<file path="src/rtl/timer_pkg.sv">
package timer_pkg;
  localparam int unsigned OFF_LIMIT = 'h00;
  localparam int unsigned OFF_START = 'h04;
  localparam int unsigned OFF_COUNT = 'h08;
  localparam int unsigned OFF_CTRL  = 'h0c;

  localparam int CTL_RUN_BIT   = 0;
  localparam int CTL_INV_BIT   = 1;
  localparam int CTL_FINIT_BIT = 2;

  typedef struct packed {
    logic finit;
    logic inv;
    logic run;
  } ctrl_t;
endpackage

</file>
<file path="src/rtl/timer_regs.sv">
module timer_regs
  import timer_pkg::*;
#(
  parameter int DATA_W  = 32,
  parameter int ADDR_W  = 4,
  parameter int CNT_LSB = 9,
  parameter int CNT_W   = 22
) (
  input  logic              clk,
  input  logic              rst_n,
  input  logic              bus_en,
  input  logic              bus_we,
  input  logic [ADDR_W-1:0] bus_addr,
  input  logic [DATA_W-1:0] bus_wdata,
  output logic [DATA_W-1:0] bus_rdata,
  output logic              bus_rvalid,
  input  logic [CNT_W-1:0]  cnt_q,
  input  logic              flag_q,
  output logic [CNT_W-1:0]  limit_q,
  output logic [CNT_W-1:0]  start_q,
  output ctrl_t             ctrl_q,
  output logic              launch,
  output logic              launch_finit,
  output logic              cnt_wr,
  output logic [CNT_W-1:0]  cnt_wval,
  output logic              cnt_rd
);
  logic wr, rd, hit_lim, hit_sta, hit_cnt, hit_ctl;
  logic [DATA_W-1:0] rd_mux;
  logic wdata_unused;

  assign wr = bus_en & bus_we;
  assign rd = bus_en & ~bus_we;
  assign hit_lim = (bus_addr == ADDR_W'(OFF_LIMIT));
  assign hit_sta = (bus_addr == ADDR_W'(OFF_START));
  assign hit_cnt = (bus_addr == ADDR_W'(OFF_COUNT));
  assign hit_ctl = (bus_addr == ADDR_W'(OFF_CTRL));

  assign cnt_wval     = bus_wdata[CNT_LSB +: CNT_W];
  assign launch       = wr & hit_ctl & bus_wdata[CTL_RUN_BIT];
  assign launch_finit = bus_wdata[CTL_FINIT_BIT];
  assign cnt_wr       = wr & hit_cnt;
  assign cnt_rd       = rd & hit_cnt;
  assign wdata_unused = ^{bus_wdata[DATA_W-1], bus_wdata[CNT_LSB-1:3]};

  always_ff @(posedge clk) begin
    if (!rst_n) begin
      limit_q <= '0;
      start_q <= '0;
      ctrl_q  <= '0;
    end else if (wr) begin
      if (hit_lim) limit_q <= cnt_wval;
      if (hit_sta) start_q <= cnt_wval;
      if (hit_ctl) begin
        ctrl_q.run   <= bus_wdata[CTL_RUN_BIT];
        ctrl_q.inv   <= bus_wdata[CTL_INV_BIT];
        ctrl_q.finit <= bus_wdata[CTL_FINIT_BIT];
      end
    end
  end

  always_comb begin
    rd_mux = '0;
    if (hit_lim) rd_mux = {1'b0, limit_q, {CNT_LSB{1'b0}}};
    if (hit_sta) rd_mux = {1'b0, start_q, {CNT_LSB{1'b0}}};
    if (hit_cnt) rd_mux = {flag_q, cnt_q, {CNT_LSB{1'b0}}};
    if (hit_ctl) rd_mux = DATA_W'(ctrl_q);
  end

  always_ff @(posedge clk) begin
    if (!rst_n) begin
      bus_rdata  <= '0;
      bus_rvalid <= 1'b0;
    end else begin
      bus_rvalid <= rd;
      bus_rdata  <= rd ? rd_mux : '0;
    end
  end

  // a read request returns valid data on the following edge
  p_rvalid_r10: assert property (@(posedge clk) disable iff (!rst_n)
    (bus_en && !bus_we) |=> bus_rvalid);
  // a launch leaves the timer running
  p_launch_runs_r3: assert property (@(posedge clk) disable iff (!rst_n)
    launch |=> ctrl_q.run);
endmodule

</file>
<file path="src/rtl/timer_count.sv">
module timer_count #(
  parameter int CNT_W = 22
) (
  input  logic             clk,
  input  logic             rst_n,
  input  logic             tick,
  input  logic             run,
  input  logic [CNT_W-1:0] limit_q,
  input  logic [CNT_W-1:0] start_q,
  input  logic             launch,
  input  logic             cnt_wr,
  input  logic [CNT_W-1:0] cnt_wval,
  output logic [CNT_W-1:0] cnt_q,
  output logic             evt
);
  logic at_lim, adv;

  assign at_lim = (cnt_q == limit_q);
  assign adv    = run & tick & ~launch & ~cnt_wr;
  assign evt    = adv & at_lim;

  always_ff @(posedge clk) begin
    if (!rst_n)      cnt_q <= '0;
    else if (launch) cnt_q <= start_q;
    else if (cnt_wr) cnt_q <= cnt_wval;
    else if (adv)    cnt_q <= at_lim ? start_q : cnt_q + CNT_W'(1);
  end

  // a tick below the limit adds exactly one
  p_incr_r4: assert property (@(posedge clk) disable iff (!rst_n)
    (run && tick && !launch && !cnt_wr && cnt_q != limit_q) |=> cnt_q == $past(cnt_q) + CNT_W'(1));
  // a tick at the limit brings back the start value
  p_reload_r5: assert property (@(posedge clk) disable iff (!rst_n)
    (run && tick && !launch && !cnt_wr && cnt_q == limit_q) |=> cnt_q == $past(start_q));
  // a stopped counter holds
  p_hold_r3: assert property (@(posedge clk) disable iff (!rst_n)
    (!run && !launch && !cnt_wr) |=> $stable(cnt_q));
endmodule

</file>
<file path="src/rtl/timer_flag.sv">
module timer_flag (
  input  logic clk,
  input  logic rst_n,
  input  logic evt,
  input  logic inv,
  input  logic launch,
  input  logic launch_finit,
  input  logic cnt_rd,
  output logic flag_q,
  output logic irq
);
  logic pulse_q;

  always_ff @(posedge clk) begin
    if (!rst_n) begin
      flag_q  <= 1'b0;
      pulse_q <= 1'b0;
    end else begin
      pulse_q <= evt;
      if (launch)            flag_q <= launch_finit;
      else if (evt)          flag_q <= inv ? ~flag_q : 1'b1;
      else if (cnt_rd && !inv) flag_q <= 1'b0;
    end
  end

  assign irq = inv ? pulse_q : flag_q;

  // a normal-mode event sets the flag
  p_set_r6: assert property (@(posedge clk) disable iff (!rst_n)
    (!inv && evt) |=> flag_q);
  // a normal-mode counter read clears the flag
  p_rdclr_r6: assert property (@(posedge clk) disable iff (!rst_n)
    (!inv && cnt_rd && !evt && !launch) |=> !flag_q);
  // an invert-mode event flips the flag
  p_toggle_r8: assert property (@(posedge clk) disable iff (!rst_n)
    (inv && evt) |=> flag_q != $past(flag_q));
endmodule

</file>
<file path="src/rtl/tick_timer.sv">
module tick_timer
  import timer_pkg::*;
#(
  parameter int DATA_W  = 32,
  parameter int ADDR_W  = 4,
  parameter int CNT_LSB = 9
) (
  input  logic              clk,
  input  logic              rst_n,
  input  logic              tick_enable,
  input  logic              bus_en,
  input  logic              bus_we,
  input  logic [ADDR_W-1:0] bus_addr,
  input  logic [DATA_W-1:0] bus_wdata,
  output logic [DATA_W-1:0] bus_rdata,
  output logic              bus_rvalid,
  output logic              irq
);
  localparam int CNT_W = DATA_W - 1 - CNT_LSB;

  logic [CNT_W-1:0] cnt_q, limit_q, start_q, cnt_wval;
  ctrl_t ctrl_q;
  logic launch, launch_finit, cnt_wr, cnt_rd, evt, flag_q;

  timer_regs #(.DATA_W(DATA_W), .ADDR_W(ADDR_W), .CNT_LSB(CNT_LSB), .CNT_W(CNT_W)) regs_i (
    .clk(clk), .rst_n(rst_n), .bus_en(bus_en), .bus_we(bus_we), .bus_addr(bus_addr),
    .bus_wdata(bus_wdata), .bus_rdata(bus_rdata), .bus_rvalid(bus_rvalid),
    .cnt_q(cnt_q), .flag_q(flag_q), .limit_q(limit_q), .start_q(start_q), .ctrl_q(ctrl_q),
    .launch(launch), .launch_finit(launch_finit), .cnt_wr(cnt_wr), .cnt_wval(cnt_wval),
    .cnt_rd(cnt_rd));

  timer_count #(.CNT_W(CNT_W)) count_i (
    .clk(clk), .rst_n(rst_n), .tick(tick_enable), .run(ctrl_q.run), .limit_q(limit_q),
    .start_q(start_q), .launch(launch), .cnt_wr(cnt_wr), .cnt_wval(cnt_wval),
    .cnt_q(cnt_q), .evt(evt));

  timer_flag flag_i (
    .clk(clk), .rst_n(rst_n), .evt(evt), .inv(ctrl_q.inv), .launch(launch),
    .launch_finit(launch_finit), .cnt_rd(cnt_rd), .flag_q(flag_q), .irq(irq));

  // in normal mode the interrupt never rises without a limit event
  p_irq_rise_r7: assert property (@(posedge clk) disable iff (!rst_n)
    (!ctrl_q.inv && !irq && !launch) |=> (irq |-> $past(evt)));
endmodule

</file>
<file path="config.mk">
export PLATFORM = sky130hd
export DESIGN_NAME = tick_timer
export DESIGN_NICKNAME = d
export VERILOG_FILES = /design/src/rtl/timer_pkg.sv /design/src/rtl/timer_regs.sv /design/src/rtl/timer_count.sv /design/src/rtl/timer_flag.sv /design/src/rtl/tick_timer.sv
export SDC_FILE = /design/constraint.sdc
export NUM_CORES = 1
export LEC_CHECK = 0
export CORE_MARGIN = 5
export CORE_UTILIZATION = 28
export CTS_BUF_LIST = sky130_fd_sc_hd__clkbuf_16
export DETAILED_ROUTE_END_ITERATION = 8
export DONT_BUFFER_PORTS = 1
export PLACE_DENSITY = 0.43
export SLEW_MARGIN = 20
export SYNTH_ARGS = -nofsm -noshare
export SYNTH_HDL_FRONTEND = slang
export SYNTH_HIERARCHICAL = 1
export SYNTH_SLANG_ARGS = --single-unit
</file>
<file path="constraint.sdc">
create_clock -name clk -period 5.3 [get_ports clk]
set_clock_uncertainty 0.2 [all_clocks]
set_input_delay 0.265 -clock clk [delete_from_list [all_inputs] [get_ports clk]]
set_output_delay 0.265 -clock clk [all_outputs]
set_load 0.01 [all_outputs]
</file>
# [Word level (Yosys, flattened, before mapping)]
# Index checks and enable logic that the tools add are counted.
# W data, S select, Z words.
[word_totals] reg_bits=104 inputBits=41 elab_cells=57
[op_classes] addsub=1 n_eq_ne=4 muxes=13 bitwise_logic=16 reduce_logical=11
[op_table] operator="$mux W22" count=4
[op_table] operator="$mux W31" count=2
[op_table] operator="$mux W32" count=1
[op_table] operator="$add A22 B1 Y22 const B" count=1
[op_table] operator="$eq A22 B22 Y1" count=1
[op_table] operator="$and A1 B1 Y1" count=10
[op_table] operator="$eq A4 B4 Y1 const B" count=2
[op_table] operator="$reduce_and A2 Y1" count=4
[op_table] operator="$not A1 Y1" count=6
[op_table] operator="$reduce_bool A3 Y1" count=2
[op_table] operator="$mux W1" count=5
[op_table] operator="$reduce_or A5 Y1" count=1
[op_table] operator="$eq A4 B3 Y1 const B" count=1
[op_table] operator="$logic_not A4 Y1" count=1
[op_table] operator="$mux W3" count=1
[op_table] operator="$reduce_or A3 Y1" count=1
[op_table] operator="$logic_and A1 B1 Y1" count=1
[op_table] operator="$logic_not A1 Y1" count=1

# [Logic depth before layout (Yosys ltp)]
# Gate-level depths: netlist (run 1).
[logic_depth] depth_word=9 ltp_mapped=13 depth_no_buf=9

# [Cells and area by module]
# The synthesis (run 1) kept the hierarchy.
[modules_own_cells] module="timer_regs" instances=1 cells_each=358 area_per_inst_um2=3194.3
[modules_own_cells] module="timer_count" instances=1 cells_each=315 area_per_inst_um2=2303.5
[modules_own_cells] module="timer_flag" instances=1 cells_each=10 area_per_inst_um2=106.4

# [Worst setup path before layout (run 1)]
# No wires, ideal clock.
[synth_timing] path_kind="input to register" from="input bus_addr[3]" to="register count_i.cnt_q[10]" setup_ns=0.073 arrival_time_ns=2.399 required_ns=5.027 path_slack_ns=2.628 stages=13 n_path_buf=4 cell_sequence="buf_2 or4b_1 buf_2 inv_1 and3_1 clkbuf_1 nor2_2 nand2_1 clkbuf_1 nor2_1 nor2_1 nand3_1 o211ai_2"
[synth_rtl] element="start, declared" line="tick_timer.sv:13" source="input logic [ADDR_W-1:0] bus_addr,"
[synth_rtl] element="$eq A4 B4 Y1 (*)" line="timer_regs.sv:36" source="assign hit_cnt = (bus_addr == ADDR_W'(OFF_COUNT));"
[synth_rtl] element="$and A1 B1 Y1 (*)" line="timer_regs.sv:42" source="assign cnt_wr = wr & hit_cnt;"
[synth_rtl] element="net cnt_wr" line="tick_timer.sv:23" source="logic launch, launch_finit, cnt_wr, cnt_rd, evt, flag_q;"
[synth_rtl] element="$not A1 Y1" line="timer_count.sv:19" source="assign adv = run & tick & ~launch & ~cnt_wr;"
[synth_rtl] element="$and A1 B1 Y1" line="timer_count.sv:19"
[synth_rtl] element="$reduce_bool A3 Y1 (no line)"
[synth_rtl] element="end signal, assigned" line="timer_count.sv:24" source="else if (launch) cnt_q <= start_q;"
[synth_rtl] element="end signal, assigned" line="timer_count.sv:25" source="else if (cnt_wr) cnt_q <= cnt_wval;"
[synth_rtl] element="end signal, assigned" line="timer_count.sv:26" source="else if (adv) cnt_q <= at_lim ? start_q : cnt_q + CNT_W'(1);"
[synth_rtl] element="end, declared" line="timer_count.sv:13" source="output logic [CNT_W-1:0] cnt_q,"
# Mark *: on every way through the listed nets, which the timed path passes. The rest lies on a longest branch.
# A chain may end at the register's enable or synchronous reset.

# [Worst setup path after layout (run 1)]
[layout_timing] from="register count_i.cnt_q[21]" to="register flag_i.flag_q"
[layout_via] elab_chain_len=4
[layout_rtl] element="$eq A22 B22 Y1 (*)" line="timer_count.sv:18" source="assign at_lim = (cnt_q == limit_q);"
[layout_rtl] element="$and A1 B1 Y1 (*)" line="timer_count.sv:20" source="assign evt = adv & at_lim;"
[layout_rtl] element="net evt" line="tick_timer.sv:23"
[layout_rtl] element="$mux W1" line="timer_flag.sv:21" source="else if (evt) flag_q <= inv ? ~flag_q : 1'b1;"
[layout_rtl] element="$mux W1" line="timer_flag.sv:20" source="if (launch) flag_q <= launch_finit;"
[layout_rtl] element="end signal, assigned" line="timer_flag.sv:20"
[layout_rtl] element="end signal, assigned" line="timer_flag.sv:21"
[layout_rtl] element="end, declared" line="timer_flag.sv:9" source="output logic flag_q,"
# Marks and branches as above.

==> results of run 1 <==
[worst max-delay path, cell delays in order (launching register included)]
cell and delay [ns]:
sky130_fd_sc_hd__dfxtp_1 0.35, sky130_fd_sc_hd__xnor2_1 0.36, sky130_fd_sc_hd__nand4_1 0.23, sky130_fd_sc_hd__nor4_2 0.39, sky130_fd_sc_hd__nand2_1 0.54, sky130_fd_sc_hd__nor3_1 0.61, sky130_fd_sc_hd__and4_1 0.28, sky130_fd_sc_hd__nor3_1 0.05
[what timing repair did]
| action | in CTS | in global routing |
|---|---|---|
| endpoints found under the hold margin | 86 | 0 |
| endpoints found under the setup margin | 0 | 0 |
| hold buffers | 30 | 0 |
[stage by stage]
stage               instances  utilization, %  worst slack [ns]
floorplan                 688               -              2.63
global placement          885            28.2              1.71
detailed placement        885            28.2              1.67
CTS                       931            31.3              2.06
global route              932            31.3              1.98
finish                    932            31.3              2.18
[sequential cells by signal (all words and copies together) (netlist names)]
| register | flops |
|---|---|
| flag_i/flag_q | 1 |
| flag_i/pulse_q | 1 |
| regs_i/start_q | 22 |
| regs_i/limit_q | 22 |
| regs_i/bus_rdata | 26 |
| regs_i/bus_rvalid | 1 |
| regs_i/ctrl_q | 3 |
| count_i/cnt_q | 22 |
[power by group through the flow]
stage	Sequential, mW	Clock [mW]	Combinational, mW
finish	0.754	0.660	0.170
global route	0.755	0.711	0.186
CTS	0.754	0.684	0.170
detailed placement	0.771	0	0.134
global placement	0.771	0	0.132
floorplan	0.768	0	0.159
[cells in the mapped netlist, types with 2 or more instances]
cell type	count
sky130_fd_sc_hd__a211oi_1	2
sky130_fd_sc_hd__a21oi_1	19
sky130_fd_sc_hd__a2bb2oi_1	23
sky130_fd_sc_hd__a31oi_1	2
sky130_fd_sc_hd__and2_1	6
sky130_fd_sc_hd__and3_1	6
sky130_fd_sc_hd__and4_1	4
sky130_fd_sc_hd__buf_1	2
sky130_fd_sc_hd__buf_12	2
sky130_fd_sc_hd__buf_2	8
sky130_fd_sc_hd__buf_4	31
sky130_fd_sc_hd__buf_6	8
sky130_fd_sc_hd__clkbuf_1	26
sky130_fd_sc_hd__dfxtp_1	98
sky130_fd_sc_hd__inv_1	7
sky130_fd_sc_hd__mux2_2	2
sky130_fd_sc_hd__mux2i_1	52
sky130_fd_sc_hd__nand2_1	108
sky130_fd_sc_hd__nand2b_1	3
sky130_fd_sc_hd__nand3_1	18
sky130_fd_sc_hd__nand4_1	14
sky130_fd_sc_hd__nor2_1	65
sky130_fd_sc_hd__nor2b_1	16
sky130_fd_sc_hd__nor3_1	37
sky130_fd_sc_hd__nor4_1	3
sky130_fd_sc_hd__nor4_2	2
sky130_fd_sc_hd__o2111ai_1	2
sky130_fd_sc_hd__o211ai_1	6
sky130_fd_sc_hd__o211ai_2	4
sky130_fd_sc_hd__o21ai_0	23
sky130_fd_sc_hd__o221ai_1	4
sky130_fd_sc_hd__o31a_1	4
sky130_fd_sc_hd__o31ai_1	5
sky130_fd_sc_hd__or3_1	5
sky130_fd_sc_hd__xnor2_1	29
sky130_fd_sc_hd__xnor2_2	2
sky130_fd_sc_hd__xor2_1	11
[per-layer routing]
metal | part of all wire [%] | wire length [µm] | track usage, %
met1 | 46 | 8080 | 20.3
met2 | 47 | 8280 | 26.6
met3 | 5.7 | 998 | 3.87
met4 | 1.3 | 229 | 4.03
met5 | 0 | 0 | 0
[how the worst min path moves through the flow]
stage	depth (start not counted)	start	to
after floorplan	1	rst_n	flag_i/pulse_q$_SDFF_PN0_
after global routing	2	bus_addr[3]	regs_i/bus_rdata[1]$_SDFF_PN0_
after detailed placement	1	rst_n	flag_i/pulse_q$_SDFF_PN0_
final	2	bus_addr[3]	regs_i/bus_rdata[1]$_SDFF_PN0_
after CTS	2	bus_addr[3]	regs_i/bus_rdata[1]$_SDFF_PN0_
after global placement	1	rst_n	flag_i/pulse_q$_SDFF_PN0_
[cells by family (layout without fill, tap and decap cells)]
logic type,count (synthesis),count (layout),share of synthesized area [%]
compound gates,102,102,13.0
fa+ha+maj,1,1,0.223
flops,98,98,35.0
mux,54,54,9.69
simple gates,300,300,25.6
buf+inv,85,64,9.62
other cells,1,6,0.0669
xor+xnor,42,42,6.83
[cell type report]
type                            count  area share (%)
Sequential cell                    98            32.0
Clock buffer                        9            3.67
Clock inverter                      7           0.999
Multi-Input combinational cell    505            50.9
Timing Repair Buffer               41            6.64
Tap cell                          265            5.40
Inverter                            7           0.428
==> flow_results.org, run 1 <==
** Logic synthesis
- Cell taking the most area after synthesis :: sky130_fd_sc_hd__dfxtp_1
- Yosys attributes the largest share of cell area to sky130_fd_sc_hd__dfxtp_1 35%, sky130_fd_sc_hd__mux2i_1 9.3%, sky130_fd_sc_hd__nand2_1 7.2%.
- The synthesized design contains 0 enable-type register cells.
- Yosys synthesis warning count :: 6
- Among all flip-flop cells after synthesis, the most frequent one is sky130_fd_sc_hd__dfxtp_1.
- In this run the biggest area consumer among cell types represents 35.0% of the synthesized area.
- After synthesis the netlist holds a flip-flop and latch count of 98.
- Averaged over all synthesized cells, the footprint is 8.21 µm².
- Share of flip-flops with an asynchronous set or reset :: 0%
- Synthesis produced a netlist whose cell count is 683.
- The cell area that synthesis handed to floorplanning was 5600 µm².
- In this run, distinct cell masters in the synthesized netlist total 61.
- Sequential elements use 35.0% of the synthesized area.

** Power
- The worst-case IR drop observed on VDD is 0.000151 V.
- In this run the power density over the cells is 258 nW/µm².
- Proportion of total power due to net switching :: 26.2%
- Clock power frac :: 41.6%
- Summed over all cells, the static leakage comes to 2.48 nW.
- The completed layout was analyzed and its total power is 1.58 mW.
- In this run the power spent charging and discharging nets is 0.414 mW.
- The internal power of the cells totals 1.17 mW.
- Of the total power, registers draw 47.6%.
- Per report_power, the combinational group accounts for 10.8% of the total.

** Finish
- The number of antenna diodes in the final layout is 0.
- Layout Nets :: 704
- Leaving out fill and tap cells, the most frequent cell in the layout is sky130_fd_sc_hd__nand2_1.
- Register Area :: 1960 µm²
- Post-layout instance area :: 6140 µm²
- The layout has 2089 filler cells.
- Synth-to-layout area growth :: 9.56%
- Leaving out fill and tap cells, the most frequent cells in the layout are 108 x sky130_fd_sc_hd__nand2_1, 98 x sky130_fd_sc_hd__dfxtp_1, 65 x sky130_fd_sc_hd__nor2_1, 52 x sky130_fd_sc_hd__mux2i_1, 37 x sky130_fd_sc_hd__nor3_1.
- Fraction of layout cells with a size suffix above 1 :: 6.90%
- Area of the multi-input gates :: 3130 µm²

** Floorplan
- Initial Util :: 28.6%
- Number of placement rows :: 51
- Horiz. Die Dim :: 151 µm
- The die covers 22900 µm².
- Count of pins on the block boundary :: 75
- Measured along the y axis, the die boundary spans 151 µm.
- The region available for standard cell placement spans 19600 µm².

** GRT
- Entering global routing, the biggest net connects 95 pins.
- Initial antenna violation count :: 0
- The first global-routing pass estimated 27600 µm of wire.
- Number of global-route vias before repair :: 4886
- Combined global-route utilization of all metal layers :: 15.8%
- GRT overflow :: 0

** Clock tree
- Clock tree root buffer cell :: sky130_fd_sc_hd__clkbuf_16
- The H-tree was split into 3 levels.
- Number of gates given a new drive strength after cts :: 0
- Worst-case clock buffer depth :: 2
- TritonCTS created 9 clock buffers.
- The tree built by TritonCTS fans out to 98 sinks.
- Post CTS Setup Buffer Count :: 0
- After clock tree synthesis, the clock-pin slew on the worst setup and hold paths is 0.07 ns.
- CTS tree :: yes
- Later-pin clock latency in the skew report :: 0.35 ns

** Detailed routing
- Mean number of vias per cell :: 5.05
- DRC errors left :: 0
- Pre-Repair DR Iteration Count :: 6
- After detailed routing, the average wire length per cell comes to 18.9 µm.
- Iter 0 DRT Violations :: 246
- Total vias in the final route :: 4703
- Antenna-violating nets left :: 0
- Summed over all layers, the routed wires come to 17600 µm.

** Setup path
- Worst R2R Path Depth :: 7
- STA classifies the critical path startpoint as a flip-flop.
- The startpoint identified for the worst register-to-register timing path is count_i/cnt_q[21]$_SDFFE_PN0P_.
- Critical register-to-register path endpoint :: flag_i/flag_q$_SDFFE_PN0P_
- Launch point of the critical path :: count_i/cnt_q[21]$_SDFFE_PN0P_
- Data on the critical path arrives at its endpoint at 3.17 ns.
- Maximum net fanout on the critical path :: 13
- The critical path ends at flag_i/flag_q$_SDFFE_PN0P_.
- STA puts the critical path data required time at 5.34 ns.
- For flop-to-flop paths, the worst setup slack is 2.18 ns.
- The worst setup path is of the reg2reg kind.
- STA classifies the critical path endpoint as a flip-flop.

** STA
- Slew Limit Headroom :: 22.9%
- For the final routed database, the setup TNS stands at 0 ns.
- Pins over their slew limit :: 0
- Worst hold-check slack :: 0.0167 ns
- Setup repair after global routing left no endpoint under its margin.
- For the finished layout, the period the worst path requires is 3.12 ns.
- The count of final hold-check violations came to 0.
- Final count of negative-setup-slack endpoints :: 0
- Transition time of the tightest slew-check pin :: 1.15 ns
- Highest clock frequency the design can meet :: 320 MHz
- Dividing the final minimum period by the clock period gives 58.9%.

** Placement
- Once detailed placement completed, the half-perimeter wirelength came to 11500 µm.
- Placement Cell Area :: 5520 µm²
- GP Congestion :: 0.776
- Input and output buffers added on the ports amount to 0.

** Job
- Count of max-cap constraint violations :: 0

** Worst hold path
- The min-delay analysis places its worst path in the category in2reg.

** Run status
- Run status :: complete, no violations
(Power assumes the default switching activity.)
==> run 2, diff against run 1 <==
clock period = 3.1 ns   (was 5.3 ns; I/O delays follow)
==> run 2 against run 1 <==
Setup slack worse by 2.0 ns. Via count up 1.8%. Flip-flop and latch count unchanged. Sequential power up 71%. Largest cell class unchanged. Clock-buffer cell count unchanged. Core utilization up 0.80 points. Non-clock buffer count up 18. Clock power up 67%. Sequential share of layout area down 0.80 points.
==> flow_results.org, run 2 (same netlist as run 1, synthesis figures left out) <==
** Floorplan
- Number of placement rows :: 51 (unchanged)
- Core ar. :: 19600 µm² (unchanged)
- Horiz. Die Dim :: 151 µm (unchanged)
- The effective utilization at floorplan was 28.6% (unchanged).
- Count of pins on the block boundary :: 75 (unchanged)
- The height of the die is 151 µm (unchanged).
- The die outline area was 22900 µm² (unchanged).

** Setup path
- Critical path launch point type :: input port
- Maximum net fanout on the critical path :: 15 (+2)
- The critical path is of the in2reg type.
- The required time reported for the critical path endpoint came to 3.14 ns (-2.20 ns).
- The worst register-to-register path ends at count_i/cnt_q[13]$_SDFFE_PN0P_.
- The arrival time at the worst endpoint is 2.93 ns (-0.24 ns).
- The startpoint identified for the worst register-to-register timing path is count_i/cnt_q[21]$_SDFFE_PN0P_.
- The flop-to-flop setup slack was 0.45 ns (-1.73 ns).
- Critical Path Sink Type :: flip-flop
- The depth of the worst register-to-register path is 7 (unchanged).

** Placement
- HPWL after detailed placement :: 11800 µm (+2.3%)
- Count of buffers from port buffering :: 0 (unchanged)
- GP Congestion :: 0.829 (+6.8%)
- Cell count after placement :: 896 (+1.2%)

** GRT
- The number of antenna violations at the first check in global routing is 0 (unchanged).
- The pin count of the biggest net entering global routing came to 101 (+6.3%).
- GRT overflow :: 0 (unchanged)
- The first-pass GRT wire length came to 27800 µm (+0.83%).
- Number of global-route vias before repair :: 4880 (-0.12%)
- Combined global-route utilization of all metal layers :: 15.9% (+0.038 points)

** STA
- Pins over their slew limit :: 0 (unchanged)
- Based on the critical path, the design can be clocked at up to 346 MHz.
- The actual slew at the worst max-slew pin is 0.832 ns (-0.322 ns).
- The final critical path takes up 93.2% of the cycle.
- Setup repair after global routing left no endpoint under its margin.
- Final critical path time including I/O delays and setup :: 2.89 ns
- The final-layout setup total negative slack came to 0 ns (unchanged).
- The total of endpoints with negative setup slack in the final report came to 0 (unchanged).
- Final Hold Viols :: 0 (unchanged)
- The worst max-slew margin expressed relative to the limit was 44.6% (+22 points).

** Finish
- More flip-flops sit in one register than any other, and that register is regs_i/bus_rdata.
- The share of layout cells above drive strength 1 came to 7.74% (+0.84 points).
- In the layout the commonest cells are 108 x sky130_fd_sc_hd__nand2_1, 98 x sky130_fd_sc_hd__dfxtp_1, 65 x sky130_fd_sc_hd__nor2_1, 52 x sky130_fd_sc_hd__mux2i_1, 37 x sky130_fd_sc_hd__nor3_1.
- Non-filler cells, final :: 950 (+1.9%)
- The antenna diode count is 0 (unchanged).
- Max FFs per register :: 26 (unchanged)
- The post-layout net count was 722 (+2.6%).
- From synthesis to final layout, the design area changed by 12.4%.
- Leading cell type in the layout, fill and taps excluded :: sky130_fd_sc_hd__nand2_1

** Detailed routing
- Pre-Repair DR Iteration Count :: 5 (-1)
- The count of vias placed by the detailed router is 4790 (+1.8%).
- DRC errors left :: 0 (unchanged)
- The wire length per cell was 18.5 µm (-1.7%).
- The final wirelength came to 17600 µm (+0.15%).
- Antenna-violating nets left :: 0 (unchanged)
- The starting DRC count in detailed routing is 308 (+25%).
- Mean number of vias per cell :: 5.04 (about the same)

** Clock tree
- The number of clock sinks seen by CTS came to 98 (unchanged).
- Clock tree root buffer cell :: sky130_fd_sc_hd__clkbuf_16
- The insertion delay of the later-clocked pin in the worst-skew pair came to 0.35 ns (about the same).
- The number of buffers inserted by post-CTS setup repair came to 0 (unchanged).
- TritonCTS built the clock tree.
- The total of hold buffers inserted after clock tree synthesis was 38 (+27%).
- The buffer levels on the longest clock path was 2 (unchanged).
- CTS Buf Count :: 9 (unchanged)
- The number of instances resized during post-cts repair was 0 (unchanged).
- The clock transition at the registers of the reported paths was 0.07 ns (about the same).
- Level count of the clock H-tree :: 3 (unchanged)

** Worst hold path
- The worst hold path stage count is 3 (+1).
- Worst min-delay path endpoint :: flag_i/flag_q$_SDFFE_PN0P_
- HP Start :: rst_n
- Worst min path class :: in2reg

** Run status
- The run finished with clean final reports.

** Job
- The number of max-cap violations was 0 (unchanged).

** Power
- The maximum vdd drop came to 0.000285 V (+89%).
- The power per unit of standard cell area was 431 nW/µm² (+67%).
- Static leakage power :: 2.58 nW (+4.1%)
run 2: cell count changes in the layout (fill, tap and decap cells not counted):
cell / delta
sky130_fd_sc_hd__buf_8: -1
sky130_fd_sc_hd__dlygate4sd3_1: +6
sky130_fd_sc_hd__nor2b_2: -1
sky130_fd_sc_hd__clkinv_2: -3
sky130_fd_sc_hd__clkinv_1: +2
sky130_fd_sc_hd__inv_1: +2
sky130_fd_sc_hd__buf_4: +11
sky130_fd_sc_hd__buf_12: +2
sky130_fd_sc_hd__nor2b_1: +1
sky130_fd_sc_hd__clkinvlp_4: -1
run 2: area by class of cell:
cell class | count | area (µm²)
Timing Repair Buffer | 59 | 576
Fill cell | 2074 | 13300
Sequential cell | 98 | 1960
Tap cell | 265 | 332
Clock buffer | 9 | 225
Inverter | 7 | 26.3
Multi-Input combinational cell | 505 | 3120
Clock inverter | 7 | 53.8
run 2: how the worst max path moves through the flow:
stage / from / to / slack, ns / cells past startpoint
after floorplan: bus_addr[3] / count_i/cnt_q[10]$_SDFFE_PN0P_ / 0.54 / 13
after global placement: bus_addr[1] / count_i/cnt_q[8]$_SDFFE_PN0P_ / 0.44 / 8
after detailed placement: bus_addr[1] / count_i/cnt_q[21]$_SDFFE_PN0P_ / 0.38 / 7
after CTS: bus_addr[0] / count_i/cnt_q[21]$_SDFFE_PN0P_ / 0.22 / 8
after global routing: bus_addr[0] / count_i/cnt_q[21]$_SDFFE_PN0P_ / 0.08 / 8
final: bus_addr[1] / count_i/cnt_q[21]$_SDFFE_PN0P_ / 0.21 / 8
run 2: power by group:
group	internal, mW	switching (mW)	leakage (nW)
Sequential	1.27	0.0180	0.790
Combinational	0.131	0.195	1.65
Clock	0.611	0.490	0.148
Total	2.01	0.703	2.58
run 2: critical path: stages:
cell                            delay (ns)
sky130_fd_sc_hd__dlygate4sd3_1        0.54
sky130_fd_sc_hd__or4b_1               0.54
sky130_fd_sc_hd__inv_1                0.08
sky130_fd_sc_hd__and3_1               0.46
sky130_fd_sc_hd__nor2_2               0.09
sky130_fd_sc_hd__nand2_1              0.47
sky130_fd_sc_hd__o21ai_0              0.25
sky130_fd_sc_hd__o41ai_1              0.35
run 2: per-layer routing:
metal | up-vias | track usage (%) | wire length (µm)
li1 | 2331 | - | -
met1 | 2321 | 20.9 | 8050
met2 | 115 | 25.2 | 8190
met3 | 23 | 4.07 | 1010
met4 | 0 | 5.53 | 370
met5 | - | 0 | 0
run 2: per-stage QoR:
stage,total power [mW],area (µm²),worst slack (ns),util (%),hold WS (ns)
global route,2.84,6300,0.0841,32.1,0.0277
finish,2.72,6300,0.212,32.1,0.0211
global placement,1.56,5600,0.437,28.6,0.103
detailed placement,1.56,5600,0.382,28.6,0.108
floorplan,1.58,5620,0.538,-,0.0823
CTS,2.75,6300,0.215,32.1,0.00222
